===== src/rtl/sync_fill_tx.sv =====
module sync_fill_tx #(
  parameter int CW = 8
) (
  input  logic          clk,
  input  logic          rst_n,
  input  logic          bit_stb,
  input  logic          wr_en,
  input  logic [CW-1:0] wr_data,
  input  logic [1:0]    len_sel,
  input  logic          dual_sync,
  input  logic [CW-1:0] sync_a,
  input  logic [CW-1:0] sync_b,
  input  logic          tx_en,
  input  logic          brk,
  output logic          txd,
  output logic          tx_rdy,
  output logic          tx_empty
);
  localparam int NW = $clog2(CW);

  logic [CW-1:0] hold, shreg, nxt;
  logic          hold_full, active, data_sh, sph, txd_q;
  logic [NW-1:0] cnt, last_idx;
  logic          boundary, start_char;

  assign last_idx   = NW'(4) + NW'(len_sel);
  assign boundary   = !active || (cnt == '0);
  assign nxt        = sph ? sync_b : (hold_full ? hold : sync_a);
  assign start_char = sph || hold_full || (tx_en && active);

  assign txd      = brk ? 1'b0 : txd_q;
  assign tx_rdy   = !hold_full && tx_en;
  assign tx_empty = !hold_full && !data_sh;

  always_ff @(posedge clk) begin
    if (!rst_n) begin
      hold      <= '0;
      hold_full <= 1'b0;
      shreg     <= '0;
      cnt       <= '0;
      active    <= 1'b0;
      data_sh   <= 1'b0;
      sph       <= 1'b0;
      txd_q     <= 1'b1;
    end else begin
      if (wr_en && !hold_full) begin
        hold      <= wr_data;
        hold_full <= 1'b1;
      end
      if (bit_stb) begin
        if (!boundary) begin
          txd_q <= shreg[0];
          shreg <= shreg >> 1;
          cnt   <= cnt - 1'b1;
        end else if (start_char) begin
          txd_q   <= nxt[0];
          shreg   <= nxt >> 1;
          cnt     <= last_idx;
          active  <= 1'b1;
          data_sh <= !sph && hold_full;
          if (sph)
            sph <= 1'b0;
          else if (hold_full)
            hold_full <= 1'b0;
          else
            sph <= dual_sync;
        end else begin
          active  <= 1'b0;
          data_sh <= 1'b0;
          txd_q   <= 1'b1;
        end
      end
    end
  end

  AST_IDLE_MARK: assert property (@(posedge clk) disable iff (!rst_n)
    (!active && !brk) |-> txd);
  AST_NO_MIDCHAR_STOP: assert property (@(posedge clk) disable iff (!rst_n)
    (bit_stb && active && cnt != '0) |=> active);
  AST_SYNC_PAIR: assert property (@(posedge clk) disable iff (!rst_n)
    (bit_stb && active && cnt == '0 && sph) |=> (active && !data_sh && !sph));
  AST_HOLD_KEPT: assert property (@(posedge clk) disable iff (!rst_n)
    (hold_full && !(bit_stb && boundary && !sph)) |=> hold_full);
endmodule


===== config.mk =====
export PLATFORM = sky130hd
export DESIGN_NAME = sync_fill_tx
export DESIGN_NICKNAME = d
export VERILOG_FILES = /design/src/rtl/sync_fill_tx.sv
export SDC_FILE = /design/constraint.sdc
export NUM_CORES = 1
export LEC_CHECK = 0
export BUFFER_PORTS_ARGS = -buffer_cell sky130_fd_sc_hd__buf_2
export CORE_MARGIN = 5
export CORE_UTILIZATION = 50
export DETAILED_ROUTE_END_ITERATION = 8
export GPL_TIMING_DRIVEN = 0
export MAX_ROUTING_LAYER = met4
export PLACE_DENSITY_LB_ADDON = 0.05
export SETUP_SLACK_MARGIN = 0.02
export SYNTH_ARGS = -nofsm -noshare
export SYNTH_HDL_FRONTEND = slang
export SYNTH_SLANG_ARGS = --single-unit

===== constraint.sdc =====
create_clock -name clk -period 2.04 [get_ports clk]
set_input_delay 0.408 -clock clk [delete_from_list [all_inputs] [get_ports clk]]
set_output_delay 0.408 -clock clk [all_outputs]
set_load 0.1 [all_outputs]

==> metrics, run 1 <==
met1 usage in global routing=21.36%; commonest non-fill, non-tap cell in the layout=buf_2; GPL Wtd Cong=0.8072; Setup crit start kind=flop; clk buf depth=2; Peak Freq=521.3 MHz; DRT Pass-1 Iters=4; die height=58.81 µm; share of cells above drive strength 1=29.12%; DR WL/cell=13.13 µm; Slowest-stage cell, CP=buf_2; first-pass GRT wire length=4685 µm; async set-reset flop share out of synthesis=0%; post_cts resized=0; R2R setup slack=0.36 ns; outcome=finished, final reports clean; Critical Path Fanout Max=10; # hold bufs at CTS=0; io pins=36; total gr overflow=0; Fin. Hold Viols=0; DRC=0; clk sinks=23; number of flops mapped to enable cells by yosys=0; Setup Skew=0.007816 ns; critical setup path kind=flop to output pin; Site Rows=17; LEAKAGE=0.6044 nW; Net Count, Synth=179; vias post-DR=1127; commonest non-fill, non-tap cells in the layout=buf_2 (36), nand2_1 (34), dfxtp_1 (23), a21boi_0 (8); critical path's top delay family=buffers and inverters; CP bufs+invs=3; area grow syn2layout=20.06%; grt peak-use layer=met2; slowest cell delay on critical path=0.42 ns; Post-synth top flop=dfxtp_1; # Post-CTS Setup Buffers=0; grt met2 use=30.60%; CTS Root Cell=clkbuf_4; max-cap violations=0; Final Max Tran Viols=0; core area=2233 µm²; initial antenna violation count=0; Syn Std Cell Area=1191 µm²; clock latency on the worst-skew pair=0.31 ns; CTS tree=built; post-route worst setup slack=0.1218 ns; Final period util=94.03%; TNS Setup=0 ns; cells along the critical path=buf_4 -> buf_4 -> nor2b_2 -> buf_2; Detailed Place HPWL=2215 µm; Worst setup EP type=output pin; total track usage=17.92%; Die Area=3459 µm²; FF+latch count, synth=23; Cell variety after synth=33; Die X-Extent=58.81 µm; Avg Cell Area, Syn=8.272 µm²; CP required=1.63 ns; post-layout minimum cycle time=1.918 ns; Buffers on Ports=34; # H-tree levels=1; DRT Wirelength=2757 µm; Min-Delay Path Class=primary input to flop; Avg Vias per Cell=5.367; Seq/Total Area, Yosys=38.66%; Max-slew headroom=67.82%; Detail Route Antenna Nets=0; GR Layer Usage met3=2.851%; pre-CTS WS=0.3823 ns; DRT iter0 DRCs=32; Pwr per Cell Area=670.0 nW/µm²; largest net degree at the start of global routing=13; Ant. Diodes=0; Reg clk slew, reported paths=0.12 ns; Synthesis Warnings=0; Starting Density=53.33%; worst vdd ir=507.7 µV; cts bufs inserted=3; CP dominant cell by count=buf_4; worst slew pin tran=0.4860 ns; post-synthesis cell count=144; layout net count=218; RSZ-0062 raised after global routing=no; Worst EP arrival=1.51 ns; final setup fails=0; number of global-route vias before repair=1100
-- per-stage QoR --
| stage | instance area [µm²] | util [%] | total power, mW | hold WS (ns) | std cells |
|---|---|---|---|---|---|
| global route | 1430 | 64.03 | 1.023 | 0.3283 | 210 |
| global placement | 1404 | 62.86 | 0.7579 | 0.4472 | 206 |
| detailed placement | 1404 | 62.86 | 0.7655 | 0.4549 | 206 |
| finish | 1430 | 64.03 | 0.9582 | 0.3286 | 210 |
| floorplan | 1199 | - | 0.6936 | 0.4360 | 144 |
| CTS | 1430 | 64.03 | 0.9678 | 0.3264 | 210 |
-- cell usage after synthesis, drive strengths merged, types with 4 or more instances --
cell type   n  share of area, %
a21oi       4               1.7
mux2i       7               5.9
o211ai      6               3.8
buf         7               4.0
nand2      34                11
nor2b       5               2.6
dfxtp      23                39
inv         7               2.2
a21boi      8               5.0
nor2        9               3.5
a31oi       6               3.2
o21ai       9               4.4
-- final timing paths --
kind | from | end | cells after the start
worst max-delay path | hold_full | tx_rdy | 4
worst min-delay path | wr_data[4] | hold[4] | 3
worst max register to register | cnt[0] | cnt[1] | 8
worst min register to register | hold[4] | hold[4] | 2
-- layout make-up --
class,instances,area [µm²]
Timing Repair Buffer,34,170.2
Buffer,10,58.81
Inverter,7,26.28
Multi-Input combinational cell,104,653.1
Fill cell,215,803.3
Tap cell,28,35.03
Sequential cell,23,460.4
Clock buffer,4,26.28
-- kinds of logic (layout without fill, tap and decap cells) --
family / after synthesis / in the layout / synth area share (%)
simple gates: 52 / 52 / 18.91
compound gates: 43 / 43 / 27.31
flops: 23 / 23 / 38.66
buf+inv: 17 / 55 / 7.142
mux: 7 / 7 / 5.883
fa+ha+maj: 2 / 2 / 2.101
-- power by group --
group	internal (mW)	total (mW)	switching [mW]
combinational	0.101	0.254	0.153
clock	0.0763	0.204	0.128
sequential	0.483	0.500	0.0173
-- worst min-delay path, stage by stage --
cell     delay [ns]
buf_2          0.10
nand2_1        0.05
a21oi_1        0.05
-- per-layer routing --
layer  vias to the layer above  wire length (µm)
li1                        580                 -
met1                       509              1208
met2                        33              1334
met3                         5               175
met4                         0                40
met5                         -                 0
-- state kept, by name (all words and copies together) (netlist names) --
signal and flops:
shreg 7, active 1, hold 8, cnt 3, txd_q 1, sph 1
data_sh 1, hold_full 1
Power figures use the tool's default switching activity.
==> inputs of run 2 (changes only) <==
Settings changed: BUFFER_PORTS_ARGS -buffer_cell sky130_fd_sc_hd__buf_2 to -buffer_cell sky130_fd_sc_hd__buf_4, RECOVER_POWER from default to 25.
==> run 2 against run 1 <==
  * Combinational power rose by 7%
  * Total power rose by 3.0%
  * Utilization is 3.8 points higher
  * Global-route usage shrank 0.16 points
  * Critical endpoint unchanged
  * Largest power group unchanged
==> metrics, run 2 (synthesis gave the netlist of run 1 again) <==
outcome=finished, final reports clean; TNS Setup=0 ns; Avg Vias per Cell=5.448; R2R cell count=7; vias post-DR=1144; CP dominant cell by count=buf_4; core area=2233 µm²; max-cap violations=0; hold depth=2; Detail Route Antenna Nets=0; Slowest-stage cell, CP=dfxtp_1; CP required=1.63 ns; DRC=0; # Post-CTS Setup Buffers=0; first-pass GRT wire length=4512 µm; GPL Wtd Cong=0.8223; number of global-route vias before repair=1088; # H-tree levels=1; fin cells=210; final setup fails=0; area of the multi-input gates=653.1 µm²; Hold Crit Start=wr_en; Reg clk slew, reported paths=0.12 ns; biggest regs=hold (8), shreg (7), cnt (3); most flop-heavy register=hold; LEAKAGE=0.6339 nW; Peak Freq=564.1 MHz; CTS tree=built; clk buf depth=2; clk sinks=23; DRT Pass-1 Iters=4; CTS Root Cell=clkbuf_4; Worst setup EP type=output pin; Critical Path Fanout Max=10; commonest non-fill, non-tap cell in the layout=buf_4; layout net count=218; RSZ-0062 raised after global routing=no; R2R setup slack=0.34 ns; post-layout minimum cycle time=1.773 ns; io pins=36; total track usage=17.77%; Die X-Extent=58.81 µm; # hold bufs at CTS=0; critical setup path kind=flop to output pin; Fillers=202; clock latency on the worst-skew pair=0.31 ns; reg2reg start=cnt[0]; Worst R2R End=shreg[3]; total gr overflow=0; Site Rows=17; Max-slew headroom=67.28%; cells along the critical path=buf_4 -> buf_4 -> nor2b_2 -> buf_4; Starting Density=53.33%; Buffers on Ports=34; initial antenna violation count=0; Die Area=3459 µm²; max reg flops=8; Ant. Diodes=0; area grow syn2layout=27.21%; Hold EP=hold_full; largest net degree at the start of global routing=13; DR WL/cell=13.10 µm; Core Util, Final=67.84%; DRT iter0 DRCs=17; DP Cell Count=206; Fin. Hold Viols=0; Final Max Tran Viols=0; commonest non-fill, non-tap cells in the layout=buf_4 (37), nand2_1 (34), dfxtp_1 (23), a21boi_0 (8); Detailed Place HPWL=2202 µm; worst vdd ir=492.4 µV; worst slew pin tran=0.4784 ns; CP bufs+invs=3; Min-Delay Path Class=primary input to flop; die height=58.81 µm; slowest cell delay on critical path=0.32 ns; Final period util=86.90%; cts bufs inserted=3; Setup Skew=0.007568 ns; Worst EP arrival=1.36 ns; DRT Wirelength=2751 µm; Pwr per Cell Area=651.3 nW/µm²; share of cells above drive strength 1=29.12%; Storage cell area=460.4 µm²; Setup crit start kind=flop; critical path's top delay family=buffers and inverters; post_cts resized=0
run 2: worst max path at each step:
| stage | start | endpoint | slack, ns | cells past startpoint |
|---|---|---|---|---|
| 6_report | hold_full | tx_rdy | 0.27 | 4 |
| 5_1_grt | cnt[0] | data_sh | 0.18 | 7 |
| 4_1_cts | hold_full | tx_rdy | 0.25 | 4 |
| 3_5_place_dp | cnt[0] | shreg[3] | 0.38 | 7 |
| 3_3_place_gp | cnt[0] | txd_q | 0.42 | 7 |
| 2_1_floorplan | hold_full | tx_rdy | 0.21 | 3 |
run 2: per-stage QoR:
stage | setup slack [ns] | cell area (µm²) | total power, mW | hold slack, ns
detailed placement | 0.3812 | 1489 | 0.7855 | 0.4543
global placement | 0.4181 | 1489 | 0.7778 | 0.4481
floorplan | 0.2136 | 1199 | 0.6936 | 0.4360
CTS | 0.2475 | 1515 | 0.9963 | 0.3216
finish | 0.2672 | 1515 | 0.9869 | 0.3298
global route | 0.1832 | 1515 | 1.044 | 0.3322
run 2: power breakdown:
part           internal (mW)  switching, mW  leakage (nW)
sequential             0.483         0.0172         0.189
clock                 0.0764          0.137        0.0150
combinational          0.121          0.152         0.430
run 2: metal layers:
layer	GRT usage (%)	share of wire, %
met2	29.18	47
met1	18.77	42
met3	4.167	7.7
met5	-	0
met4	11.97	2.9
run 2: area by class of cell:
type / instances / area share, %
multi-input cells: 104 / 43.10
inverters: 7 / 1.734
well taps: 28 / 2.312
clock buffers: 4 / 1.734
plain buffers: 10 / 3.881
flip-flops and latches: 23 / 30.39
repair buffers: 34 / 16.85
run 2: worst reg2reg max path: stages (launching register included):
cell and delay [ns]:
dfxtp_1 0.32, inv_1 0.09, ha_1 0.17, ha_1 0.18, nand2b_1 0.13, clkbuf_1 0.35
o211ai_1 0.17, a31oi_1 0.22
==> inputs of run 3 (changes only) <==
--- a/config.mk
+++ b/config.mk
@@ -8,3 +8,2 @@
 export BUFFER_PORTS_ARGS = -buffer_cell sky130_fd_sc_hd__buf_4
-export CORE_MARGIN = 5
 export CORE_UTILIZATION = 50
==> constraint.sdc (replaced) <==
create_clock -name clk -period 2.04 [get_ports clk]
set_input_delay 0.204 -clock clk [delete_from_list [all_inputs] [get_ports clk]]
set_output_delay 0.204 -clock clk [all_outputs]
set_load 0.1 [all_outputs]
==> run 3 against run 2 <==
  * Sequential share of layout area rose by 0.13 points
  * Clock-buffer cell count did not move
  * Via count rose by 0.44%
  * Total power barely moved
  * Routed wire length fell by 1.5%
  * Combinational power barely moved
  * Register-to-register slack got worse by 0.02 ns
  * Clock power barely moved
  * Largest power group unchanged
  * Highest routed layer unchanged
==> metrics, run 3 (synthesis gave the netlist of run 1 again) <==
Setup crit start kind=flop; sw frac=31.16%; worst slew pin tran=0.4297 ns; post-layout minimum cycle time=1.720 ns; Gate power share=27.7%; biggest regs=hold (8), shreg (7), cnt (3); hold depth=2; Clk pwr share=21.5%; TNS Setup=0 ns; # H-tree levels=1; layout net count=218; DRT Wirelength=2709 µm; # Post-CTS Setup Buffers=0; DRT iter0 DRCs=21; Setup Skew=0.002754 ns; outcome=finished, final reports clean; total track usage=25.32%; Detail Route Antenna Nets=0; cts bufs inserted=3; RSZ-0062 raised after global routing=no; DRT Pass-1 Iters=4; most flop-heavy register=hold; Reg clk slew, reported paths=0.12 ns; DRC=0; Site Rows=17; post_cts resized=0; R2R cell count=8; Die Area=2582 µm²; area grow syn2layout=26.68%; Max-slew headroom=70.61%; Pwr Total=986.5 µW; clock latency on the worst-skew pair=0.32 ns; Net Sw Power=307.4 µW; Min-Delay Path Class=primary input to flop; crit path from=hold_full; clk sinks=23; LEAKAGE=0.6298 nW; CP required=1.84 ns; die height=50.81 µm; Final period util=84.32%; Critical Path Fanout Max=10; Detailed Place HPWL=2096 µm; number of global-route vias before repair=1119; Hold Crit Start=wr_en; max reg flops=8; reg2reg start=cnt[0]; Sequential Power Share=50.7%; P_int=679.2 µW; critical setup path kind=flop to output pin; io pins=36; commonest non-fill, non-tap cells in the layout=buf_4 (36), nand2_1 (34), dfxtp_1 (23), a21boi_0 (8); # hold bufs at CTS=0; max-cap violations=0; total gr overflow=0; Worst setup EP type=output pin; CTS tree=built; GPL Wtd Cong=0.7437; clk buf depth=2; largest net degree at the start of global routing=13; Final Max Tran Viols=0; worst vdd ir=410.4 µV; initial antenna violation count=0; final setup fails=0; Ant. Diodes=0; Pwr per Cell Area=653.8 nW/µm²; Die X-Extent=50.81 µm; Avg Vias per Cell=5.471; share of cells above drive strength 1=28.02%; core area=2233 µm²; Starting Density=53.33%; CTS Root Cell=clkbuf_4; Worst EP arrival=1.52 ns; first-pass GRT wire length=4726 µm; Buffers on Ports=34; DR WL/cell=12.90 µm; Fin. Hold Viols=0; vias post-DR=1149; Peak Freq=581.3 MHz; commonest non-fill, non-tap cell in the layout=buf_4
## run 3: cell types whose count changed in the layout (fill, tap and decap cells not counted), sizes merged
| cell | previous run | this run |
|---|---|---|
| buf | 41 | 40 |
| clkbuf | 7 | 8 |
## run 3: cell type report
class	count	area, µm²
multi-input combinational	104	650.6
sequential	23	460.4
fill	184	724.4
clock buffer	4	26.28
tap	28	35.03
timing repair buffer	34	255.2
inverter	7	26.28
buffer	10	55.05
## run 3: final timing paths
path / endpoint / slack [ns]
worst max-delay path: tx_rdy / 0.32
worst min-delay path: hold_full / 0.12
worst max register to register: cnt[1] / 0.32
worst min register to register: shreg[6] / 0.47
## run 3: power groups by stage
stage          clock, mW  sequential (mW)  combinational, mW
4_1_cts            0.214            0.500              0.277
2_1_floorplan          0            0.506              0.187
5_1_grt            0.244            0.506              0.299
6_report           0.212            0.501              0.274
3_5_place_dp           0            0.511              0.275
3_3_place_gp           0            0.508              0.268
## run 3: routing by layer
layer / routed length, µm / global-route usage (%) / up-vias
met3: 106 / 2.679 / 5
met4: 48 / 10.65 / 0
met2: 1353 / 42.44 / 37
li1: - / - / 578
met1: 1201 / 31.04 / 529
met5: 0 / - / -
## run 3: worst max-delay path, cell delays in order (launching register included)
cell	delay, ns
dfxtp_1	0.32
clkbuf_1	0.30
buf_4	0.29
nor2b_2	0.05
buf_4	0.23
## run 3: stage by stage
stage,utilization [%],setup WS (ns),area (µm²),std cells,hold slack [ns]
4_1_cts,67.73,0.3443,1513,210,0.1212
3_3_place_gp,66.55,0.4208,1486,206,0.4469
6_report,67.56,0.3198,1509,210,0.1199
5_1_grt,67.56,0.1746,1509,210,0.1049
2_1_floorplan,-,0.2530,1196,144,0.3128
3_5_place_dp,66.55,0.3777,1486,206,0.4536
